$ cat src/rtl/led_stat_pkg.sv
// Package: shared types for the serial LED status shifter.
// Assumes: frame layouts are chosen by a single select bit.
package led_stat_pkg;

    // Frame layout selector.
    typedef enum logic {
        ORDER_SW_FIRST   = 1'b0,
        ORDER_PORT_FIRST = 1'b1
    } order_e;

    // Number of frame positions beyond software and port LEDs
    // (collision, flow, fault).
    localparam int FIXED_BITS = 3;

endpackage

$ cat src/rtl/led_activity_tracker.sv
// Module: led_activity_tracker
// Records per-interval activity for each port, collision on the highest
// port and flow-control assertion, then applies them at each tick.
// Assumes: tick_i is a one-cycle pulse; events in the tick cycle belong
// to the next interval.
module led_activity_tracker #(
    parameter int NUM_PORTS = 9
) (
    input  logic                 clk,
    input  logic                 rst_n,
    input  logic                 tick_i,
    input  logic [NUM_PORTS-1:0] port_frame_i,
    input  logic [NUM_PORTS-1:0] port_pause_i,
    input  logic [NUM_PORTS-1:0] port_txmc_i,
    input  logic                 txmc_supp_i,
    input  logic                 collision_i,
    input  logic                 flow_assert_i,
    output logic [NUM_PORTS-1:0] port_led_o,
    output logic                 col_led_o,
    output logic                 flow_active_o
);

    logic [NUM_PORTS-1:0] seen_q;
    logic [NUM_PORTS-1:0] hit;
    logic                 col_seen_q;
    logic                 flow_seen_q;

    // Qualify raw events: drop pause frames and optionally tx multicast.
    always_comb begin
        hit = port_frame_i & ~port_pause_i & ~({NUM_PORTS{txmc_supp_i}} & port_txmc_i);
    end

    for (genvar p = 0; p < NUM_PORTS; p++) begin : g_port
        // Per-port interval record and blinking LED state.
        always_ff @(posedge clk) begin
            if (!rst_n) begin
                seen_q[p]     <= 1'b0;
                port_led_o[p] <= 1'b0;
            end else if (tick_i) begin
                seen_q[p]     <= hit[p];
                port_led_o[p] <= port_led_o[p] ^ seen_q[p];
            end else begin
                seen_q[p]     <= seen_q[p] | hit[p];
            end
        end
    end

    // Collision record and blinking collision LED.
    always_ff @(posedge clk) begin
        if (!rst_n) begin
            col_seen_q <= 1'b0;
            col_led_o  <= 1'b0;
        end else if (tick_i) begin
            col_seen_q <= collision_i;
            col_led_o  <= col_led_o ^ col_seen_q;
        end else begin
            col_seen_q <= col_seen_q | collision_i;
        end
    end

    // Flow-control record; the LED reflects the previous interval.
    always_ff @(posedge clk) begin
        if (!rst_n) begin
            flow_seen_q   <= 1'b0;
            flow_active_o <= 1'b0;
        end else if (tick_i) begin
            flow_seen_q   <= flow_assert_i;
            flow_active_o <= flow_seen_q;
        end else begin
            flow_seen_q   <= flow_seen_q | flow_assert_i;
        end
    end

    // no LED moves on a cycle without a tick.
    a_r3_hold_without_tick: assert property (@(posedge clk) disable iff (!rst_n)
        !tick_i |=> $stable(port_led_o));

    // a tick after a quiet interval leaves the LEDs unchanged.
    a_r3_quiet_interval_no_toggle: assert property (@(posedge clk) disable iff (!rst_n)
        (tick_i && seen_q == '0) |=> $stable(port_led_o));

endmodule

$ cat src/rtl/led_fault_latch.sv
// Module: led_fault_latch
// Holds the CRC and parity error flags, each with its own clear input,
// and merges them with the software fault bit.
// Assumes: a clear in the same cycle as a set wins.
module led_fault_latch (
    input  logic clk,
    input  logic rst_n,
    input  logic crc_err_i,
    input  logic parity_err_i,
    input  logic load_i,
    input  logic start_i,
    input  logic sw_fault_i,
    output logic fault_o
);

    logic crc_q;
    logic par_q;

    // CRC flag: set by error, cleared by load.
    always_ff @(posedge clk) begin
        if (!rst_n)         crc_q <= 1'b0;
        else if (load_i)    crc_q <= 1'b0;
        else if (crc_err_i) crc_q <= 1'b1;
    end

    // Parity flag: set by error, cleared by start.
    always_ff @(posedge clk) begin
        if (!rst_n)            par_q <= 1'b0;
        else if (start_i)      par_q <= 1'b0;
        else if (parity_err_i) par_q <= 1'b1;
    end

    // Merge all fault sources.
    always_comb begin
        fault_o = crc_q | par_q | sw_fault_i;
    end

    // a CRC error without a clear lights the fault LED next cycle.
    a_r7_crc_error_lights_fault: assert property (@(posedge clk) disable iff (!rst_n)
        (crc_err_i && !load_i) |=> fault_o);

    // a parity error without a clear lights the fault LED next cycle.
    a_r7_parity_error_lights_fault: assert property (@(posedge clk) disable iff (!rst_n)
        (parity_err_i && !start_i) |=> fault_o);

endmodule

$ cat src/rtl/led_frame_builder.sv
// Module: led_frame_builder
// Arranges the LED status into a frame vector whose MSB is sent first,
// in one of two layouts.
// Assumes: the collision, flow and fault bits occupy fixed places per layout.
module led_frame_builder #(
    parameter int NUM_PORTS = 9,
    parameter int SW_BITS   = 12,
    localparam int FRAME_LEN = SW_BITS + NUM_PORTS + led_stat_pkg::FIXED_BITS
) (
    input  led_stat_pkg::order_e   order_i,
    input  logic [SW_BITS-1:0]     sw_led_i,
    input  logic [NUM_PORTS-1:0]   port_led_i,
    input  logic                   col_led_i,
    input  logic                   flow_led_i,
    input  logic                   fault_led_i,
    output logic [FRAME_LEN-1:0]   frame_o
);

    // Place every status bit at its transmit position.
    always_comb begin
        frame_o    = '0;
        frame_o[1] = flow_led_i;
        frame_o[0] = fault_led_i;
        if (order_i == led_stat_pkg::ORDER_SW_FIRST) begin
            for (int i = 0; i < SW_BITS; i++)   frame_o[FRAME_LEN-1-i]         = sw_led_i[i];
            for (int p = 0; p < NUM_PORTS; p++) frame_o[FRAME_LEN-1-SW_BITS-p] = port_led_i[p];
            frame_o[2] = col_led_i;
        end else begin
            for (int p = 0; p < NUM_PORTS; p++) frame_o[FRAME_LEN-1-p]           = port_led_i[p];
            frame_o[FRAME_LEN-1-NUM_PORTS] = col_led_i;
            for (int i = 0; i < SW_BITS; i++)   frame_o[FRAME_LEN-2-NUM_PORTS-i] = sw_led_i[i];
        end
    end

endmodule

$ cat src/rtl/led_serial_shifter.sv
// Module: led_serial_shifter
// Generates the divided LED clock, captures a frame at the start of each
// burst and shifts it out MSB first, with data changing as the clock falls.
// Runs the lamp test (data low, clock running) while reset is held.
// Assumes: the divider has no reset and recovers from any start value,
// so the clock keeps running during reset.
module led_serial_shifter #(
    parameter int FRAME_LEN   = 24,
    parameter int HALF_PERIOD = 2,
    parameter int GAP_SLOTS   = 2,
    localparam int SLOTS  = FRAME_LEN + GAP_SLOTS,
    localparam int SLOT_W = $clog2(SLOTS),
    localparam int DIV_W  = (HALF_PERIOD > 1) ? $clog2(HALF_PERIOD) : 1
) (
    input  logic                 clk,
    input  logic                 rst_n,
    input  logic [FRAME_LEN-1:0] frame_i,
    output logic                 led_clk_o,
    output logic                 led_data_o,
    output logic                 lamp_o
);

    logic [DIV_W-1:0]     div_cnt;
    logic                 phase_q;
    logic                 half_end;
    logic                 slot_end;
    logic [SLOT_W-1:0]    slot_q;
    logic [FRAME_LEN-1:0] shadow_q;
    logic                 lamp_q;
    logic                 in_gap;

    assign half_end = (div_cnt >= DIV_W'(HALF_PERIOD - 1));
    assign slot_end = half_end & phase_q;
    assign in_gap   = (slot_q >= SLOT_W'(FRAME_LEN));

    // Free-running half-period divider.
    always_ff @(posedge clk) begin
        div_cnt <= half_end ? '0 : div_cnt + DIV_W'(1);
        phase_q <= half_end ? ~phase_q : phase_q;
    end

    // Slot sequencing, frame capture and shifting, lamp-test flag.
    always_ff @(posedge clk) begin
        if (!rst_n) begin
            lamp_q   <= 1'b1;
            slot_q   <= SLOT_W'(SLOTS - 1);
            shadow_q <= '0;
        end else begin
            lamp_q <= 1'b0;
            if (slot_end) begin
                if (slot_q == SLOT_W'(SLOTS - 1)) begin
                    slot_q   <= '0;
                    shadow_q <= frame_i;
                end else begin
                    slot_q <= slot_q + SLOT_W'(1);
                    if (slot_q < SLOT_W'(FRAME_LEN - 1)) shadow_q <= shadow_q << 1;
                end
            end
        end
    end

    // Drive the wires: active-low data, clock held high in the gap.
    always_comb begin
        lamp_o     = lamp_q;
        led_clk_o  = lamp_q ? phase_q : (phase_q | in_gap);
        led_data_o = lamp_q ? 1'b0 : ~shadow_q[FRAME_LEN-1];
    end

    // data is steady across any cycle pair with the clock high.
    a_r11_data_steady_clk_high: assert property (@(posedge clk) disable iff (!rst_n)
        (led_clk_o && $past(led_clk_o) && !$past(lamp_q)) |-> $stable(led_data_o));

endmodule

$ cat src/rtl/led_status_shifter.sv
// Module: led_status_shifter (top)
// Tracks per-interval port, collision, flow and fault status, builds the
// LED frame and drives the two-wire serial LED interface plus the duplex LED.
// Assumes: tick_i pulses once per 1/16 s; the collision input belongs to
// the highest-numbered port.
module led_status_shifter #(
    parameter int NUM_PORTS   = 9,
    parameter int SW_BITS     = 12,
    parameter int HALF_PERIOD = 2,
    parameter int GAP_SLOTS   = 2,
    localparam int FRAME_LEN = SW_BITS + NUM_PORTS + led_stat_pkg::FIXED_BITS
) (
    input  logic                 clk,
    input  logic                 rst_n,
    input  logic                 tick_i,
    input  logic                 order_sel_i,
    input  logic [SW_BITS-1:0]   sw_led_i,
    input  logic [NUM_PORTS-1:0] port_frame_i,
    input  logic [NUM_PORTS-1:0] port_pause_i,
    input  logic [NUM_PORTS-1:0] port_txmc_i,
    input  logic                 txmc_supp_i,
    input  logic                 collision_i,
    input  logic                 pma_mode_i,
    input  logic                 flow_en_i,
    input  logic                 flow_assert_i,
    input  logic                 crc_err_i,
    input  logic                 parity_err_i,
    input  logic                 load_i,
    input  logic                 start_i,
    input  logic                 sw_fault_i,
    input  logic                 pcs_en_i,
    input  logic                 pcs_fdx_i,
    output logic                 led_clk_o,
    output logic                 led_data_o,
    output logic                 dplx_n_o
);

    logic [NUM_PORTS-1:0] port_led;
    logic                 col_led;
    logic                 flow_active;
    logic                 fault_led;
    logic [FRAME_LEN-1:0] frame;
    logic                 lamp;
    led_stat_pkg::order_e order;

    assign order = led_stat_pkg::order_e'(order_sel_i);

    led_activity_tracker #(.NUM_PORTS(NUM_PORTS)) tracker_i (
        .clk           (clk),
        .rst_n         (rst_n),
        .tick_i        (tick_i),
        .port_frame_i  (port_frame_i),
        .port_pause_i  (port_pause_i),
        .port_txmc_i   (port_txmc_i),
        .txmc_supp_i   (txmc_supp_i),
        .collision_i   (collision_i),
        .flow_assert_i (flow_assert_i),
        .port_led_o    (port_led),
        .col_led_o     (col_led),
        .flow_active_o (flow_active)
    );

    led_fault_latch fault_i (
        .clk          (clk),
        .rst_n        (rst_n),
        .crc_err_i    (crc_err_i),
        .parity_err_i (parity_err_i),
        .load_i       (load_i),
        .start_i      (start_i),
        .sw_fault_i   (sw_fault_i),
        .fault_o      (fault_led)
    );

    led_frame_builder #(.NUM_PORTS(NUM_PORTS), .SW_BITS(SW_BITS)) builder_i (
        .order_i     (order),
        .sw_led_i    (sw_led_i),
        .port_led_i  (port_led),
        .col_led_i   (col_led & pma_mode_i),
        .flow_led_i  (flow_active & flow_en_i),
        .fault_led_i (fault_led),
        .frame_o     (frame)
    );

    led_serial_shifter #(
        .FRAME_LEN   (FRAME_LEN),
        .HALF_PERIOD (HALF_PERIOD),
        .GAP_SLOTS   (GAP_SLOTS)
    ) shifter_i (
        .clk        (clk),
        .rst_n      (rst_n),
        .frame_i    (frame),
        .led_clk_o  (led_clk_o),
        .led_data_o (led_data_o),
        .lamp_o     (lamp)
    );

    // Duplex LED: lit for enabled full-duplex PCS, and during lamp test.
    always_comb begin
        dplx_n_o = lamp ? 1'b0 : ~(pcs_en_i & pcs_fdx_i);
    end

    // on the first cycle out of reset the lamp-test levels still hold.
    a_r9_lamp_in_reset: assert property (@(posedge clk) disable iff (!rst_n)
        !$past(rst_n) |-> (led_data_o == 1'b0 && dplx_n_o == 1'b0));

endmodule

$ cat config.mk
export PLATFORM = sky130hd
export DESIGN_NAME = led_status_shifter
export DESIGN_NICKNAME = d
export VERILOG_FILES = /design/src/rtl/led_stat_pkg.sv /design/src/rtl/led_activity_tracker.sv /design/src/rtl/led_fault_latch.sv /design/src/rtl/led_frame_builder.sv /design/src/rtl/led_serial_shifter.sv /design/src/rtl/led_status_shifter.sv
export SDC_FILE = /design/constraint.sdc
export NUM_CORES = 1
export LEC_CHECK = 0
export CORE_MARGIN = 1.5
export CORE_UTILIZATION = 51
export DETAILED_ROUTE_END_ITERATION = 6
export GPL_TIMING_DRIVEN = 0
export MAX_ROUTING_LAYER = met4
export PLACE_DENSITY = 0.8
export SYNTH_ARGS = -nofsm -noshare
export SYNTH_HDL_FRONTEND = slang
export SYNTH_SLANG_ARGS = --single-unit
$ cat constraint.sdc
create_clock -name clk -period 1.68 [get_ports clk]
set_input_delay 0.504 -clock clk [delete_from_list [all_inputs] [get_ports clk]]
set_output_delay 0.504 -clock clk [all_outputs]
set_load 0.005 [all_outputs]
==> impl_metrics.env <==
export IMPL_run_status="finished, final reports clean"
export IMPL_seqCellArea_um2=1142
export IMPL_drcViolationCount=0
export IMPL_die_h_um=78.35
export IMPL_drt_iter0_drc=148
export IMPL_slowest_stage="clkdlybuf4s50_1"
export IMPL_power_density_nw_per_um2=730.3
export IMPL_p_leak_nw=1.394
export IMPL_synth_seq_cells=56
export IMPL_post_route_period_util_pct=97.94
export IMPL_dp_cells=437
export IMPL_wirelength_um=6319
export IMPL_power_frac_comb_pct=19.1
export IMPL_synth_seq_area_share_pct=39.07
export IMPL_antenna_found_initial=0
export IMPL_avgSynthCellArea_um2=9.340
export IMPL_async_reset_ff_share_pct=0
export IMPL_first_pass_iters=4
export IMPL_netlist_area_um2=2895
export IMPL_path_max_fanout=1
export IMPL_grt_max_degree=18
export IMPL_worstPathRequired_ns=1.18
export IMPL_grt_first_pass_wirelength_um=10840
export IMPL_cts_hold_buf=0
export IMPL_cts_root_buffer="clkbuf_8"
export IMPL_vdd_ir_drop_worst_v=0.0003918
export IMPL_synth_edf_count=1
export IMPL_fmax_mhz=607.8
export IMPL_p_sw_share_pct=26.98
export IMPL_crit_buf_inv=2
export IMPL_layout_commonest_cell="clkdlybuf4s50_1"
export IMPL_cp_startpoint="pcs_fdx_i"
export IMPL_final_util_pct=66.76
export IMPL_io_buffers=55
export IMPL_power_frac_seq_pct=52.0
export IMPL_setup_viol=0
export IMPL_post_place_ws_ns=-0.3947
export IMPL_finalPower_mw=2.685
export IMPL_grt_usage_pct=23.17
export IMPL_tns_ns=0
export IMPL_ios=58
export IMPL_critPathArrivalTime_ns=1.14
export IMPL_rows=27
export IMPL_slew_headroom_pct=70.93
export IMPL_nets=432
export IMPL_cts_made_buffers=5
export IMPL_cp_cell_sequence="clkdlybuf4s50_1 > a21oi_2 > buf_2"
export IMPL_start_util_pct=52.58
export IMPL_worst_pin_slew_ns=0.4360
export IMPL_clk_pin_slew_ns=0.10
export IMPL_drv_slew=0
export IMPL_multi_input_area_um2=1553
export IMPL_htreeDepth=2
export IMPL_cts_tree="built"
export IMPL_rr_startpoint="shifter_i.slot_q[1]$_SDFFE_PN0P_"
export IMPL_p_sw_uw=724.3
export IMPL_layout_common_cells="clkdlybuf4s50_1, dfxtp_1, nand2_1, nor2_1, mux2i_1"
export IMPL_grt_pass1_vias=2421
export IMPL_fin_skew_ns=0.01124
export IMPL_dieArea_um2=6138
export IMPL_worstHoldPathType="reg2reg"
export IMPL_clk_path_buf_depth=2
export IMPL_die_w_um=78.35
export IMPL_setup_ws_ns=0.03466
export IMPL_place_hpwl_um=4837
export IMPL_grt_overflow_total=0
export IMPL_synth_cells=310
export IMPL_fin_cells=447
export IMPL_fp_coreArea_um2=5507
export IMPL_postRouteAntennaNets=0
export IMPL_synth_cell_types=42
export IMPL_worstSetupPathType="in2out"
export IMPL_drive_gt1_share_pct=26.67
export IMPL_place_gp_congestion=0.8767
export IMPL_yosys_warnings=0
export IMPL_cpLargestDelayFamily="buffers and inverters"
export IMPL_ys_flop_type="dfxtp_1"
export IMPL_critPathCaptureType="output port"
export IMPL_via_per_inst=5.286
export IMPL_worstHoldStart="shifter_i.div_cnt$_SDFF_PP0_"
export IMPL_start_kind="input port"
export IMPL_clock_latency_ns=0.32
export IMPL_hold_viol=0
export IMPL_min_period_ns=1.645
export IMPL_p_int_mw=1.960
export IMPL_avgRoutedWirePerCell_um=14.14
export IMPL_nFillCells=433
export IMPL_maxCapViolCount=0
export IMPL_slowest_delay_ns=0.41
export IMPL_via_count=2363
export IMPL_synth_fp_nets=368
export IMPL_rsz0062_at_grt="false"
export IMPL_cts_sinks=56
export IMPL_clockPowerShare_pct=28.9
export IMPL_area_delta_synth_final_pct=26.97
export IMPL_antenna_cells=0
## power groups by stage
stage / Sequential [mW] / Combinational, mW / Clock [mW]
5_1_grt: 1.40 / 0.558 / 0.848
4_1_cts: 1.40 / 0.507 / 0.793
6_report: 1.40 / 0.512 / 0.776
3_5_place_dp: 1.43 / 0.506 / 0
3_3_place_gp: 1.43 / 0.496 / 0
2_1_floorplan: 1.42 / 0.312 / 0
## cell usage after synthesis, types with 2 or more instances
cell type  count  share of area [%]
ha_1           3                1.3
dfxtp_1       55                 38
nand2_2       19                4.1
nand2b_1       2               0.43
xor2_1        10                3.0
buf_4          3               0.78
mux2i_1       21                7.3
buf_6          4                1.6
a21oi_2       18                5.4
clkbuf_1       8                1.0
nand2_1       49                6.4
buf_12         2                1.4
o211ai_2      20                8.6
inv_1         14                1.8
nor2_1        27                3.5
buf_2          3               0.52
a21oi_1       11                1.9
o21ai_1        3               0.52
a32oi_1        9                2.7
nor3_1         3               0.52
nand3_1        5               0.86
## worst reg2reg max path: cells and delay by family (launching register included)
kind,cells,cell delay [ns]
buf+inv,2,0.31
compound gates,2,0.38
simple gates,2,0.24
flops,1,0.40
fa+ha+maj,1,0.21
## cell type report
class / count / share of cell area [%]
clock inverters: 2 / 0.3744
plain buffers: 21 / 4.765
inverters: 15 / 1.532
flip-flops and latches: 56 / 31.08
clock buffers: 6 / 2.246
repair buffers: 57 / 15.32
multi-input cells: 218 / 42.24
well taps: 72 / 2.451
## stage by stage
step | hold WS [ns] | area [um^2]
6_report | 0.4259 | 3676
5_1_grt | 0.4516 | 3676
4_1_cts | 0.4255 | 3646
3_5_place_dp | 0.3997 | 3536
3_3_place_gp | 0.3877 | 3536
2_1_floorplan | 0.3801 | 2895
## routing by layer
metal / up-vias / global-route usage (%) / share of wire (%)
met5: - / - / 0
met4: 0 / 8.929 / 1.7
met3: 12 / 5.465 / 4.1
met2: 61 / 40.70 / 51
met1: 1097 / 25.38 / 43
li1: 1193 / - / -
## logic make-up after synthesis
group	after synthesis	share of synthesized area [%]
fa+ha+maj	3	1.297
compound gates	72	23.55
buf+inv	36	7.735
flops	56	39.07
simple gates	112	18.06
mux	21	7.260
xor+xnor	10	3.025
## timing repair
item	in CTS	in global routing
buffers inserted	1	1
pin swaps	1	1
resized for setup	16	11
hold endpoints to repair	0	0
endpoints found under the setup margin	23	21
## path summary, 6_finish.rpt
kind / cells after the start / slack, ns / end
setup / recovery: 3 / 0.03 / dplx_n_o
hold / removal: 1 / 0.43 / shifter_i.div_cnt$_SDFF_PP0_
setup reg to reg: 7 / 0.08 / shifter_i.shadow_q[18]$_SDFFE_PN0P_
hold reg to reg: 1 / 0.43 / shifter_i.div_cnt$_SDFF_PP0_
## registers in the layout, indices dropped and copies added (netlist names)
register                 cells
shifter_i.lamp_o             1
tracker_i.port_led_o         9
fault_i.par_q                1
shifter_i.div_cnt            1
shifter_i.slot_q             5
tracker_i.seen_q             9
shifter_i.shadow_q          24
tracker_i.flow_active_o      1
tracker_i.col_led_o          1
tracker_i.flow_seen_q        1
shifter_i.phase_q            1
tracker_i.col_seen_q         1
fault_i.crc_q                1
Note: power is estimated with default switching activity, not from simulation.
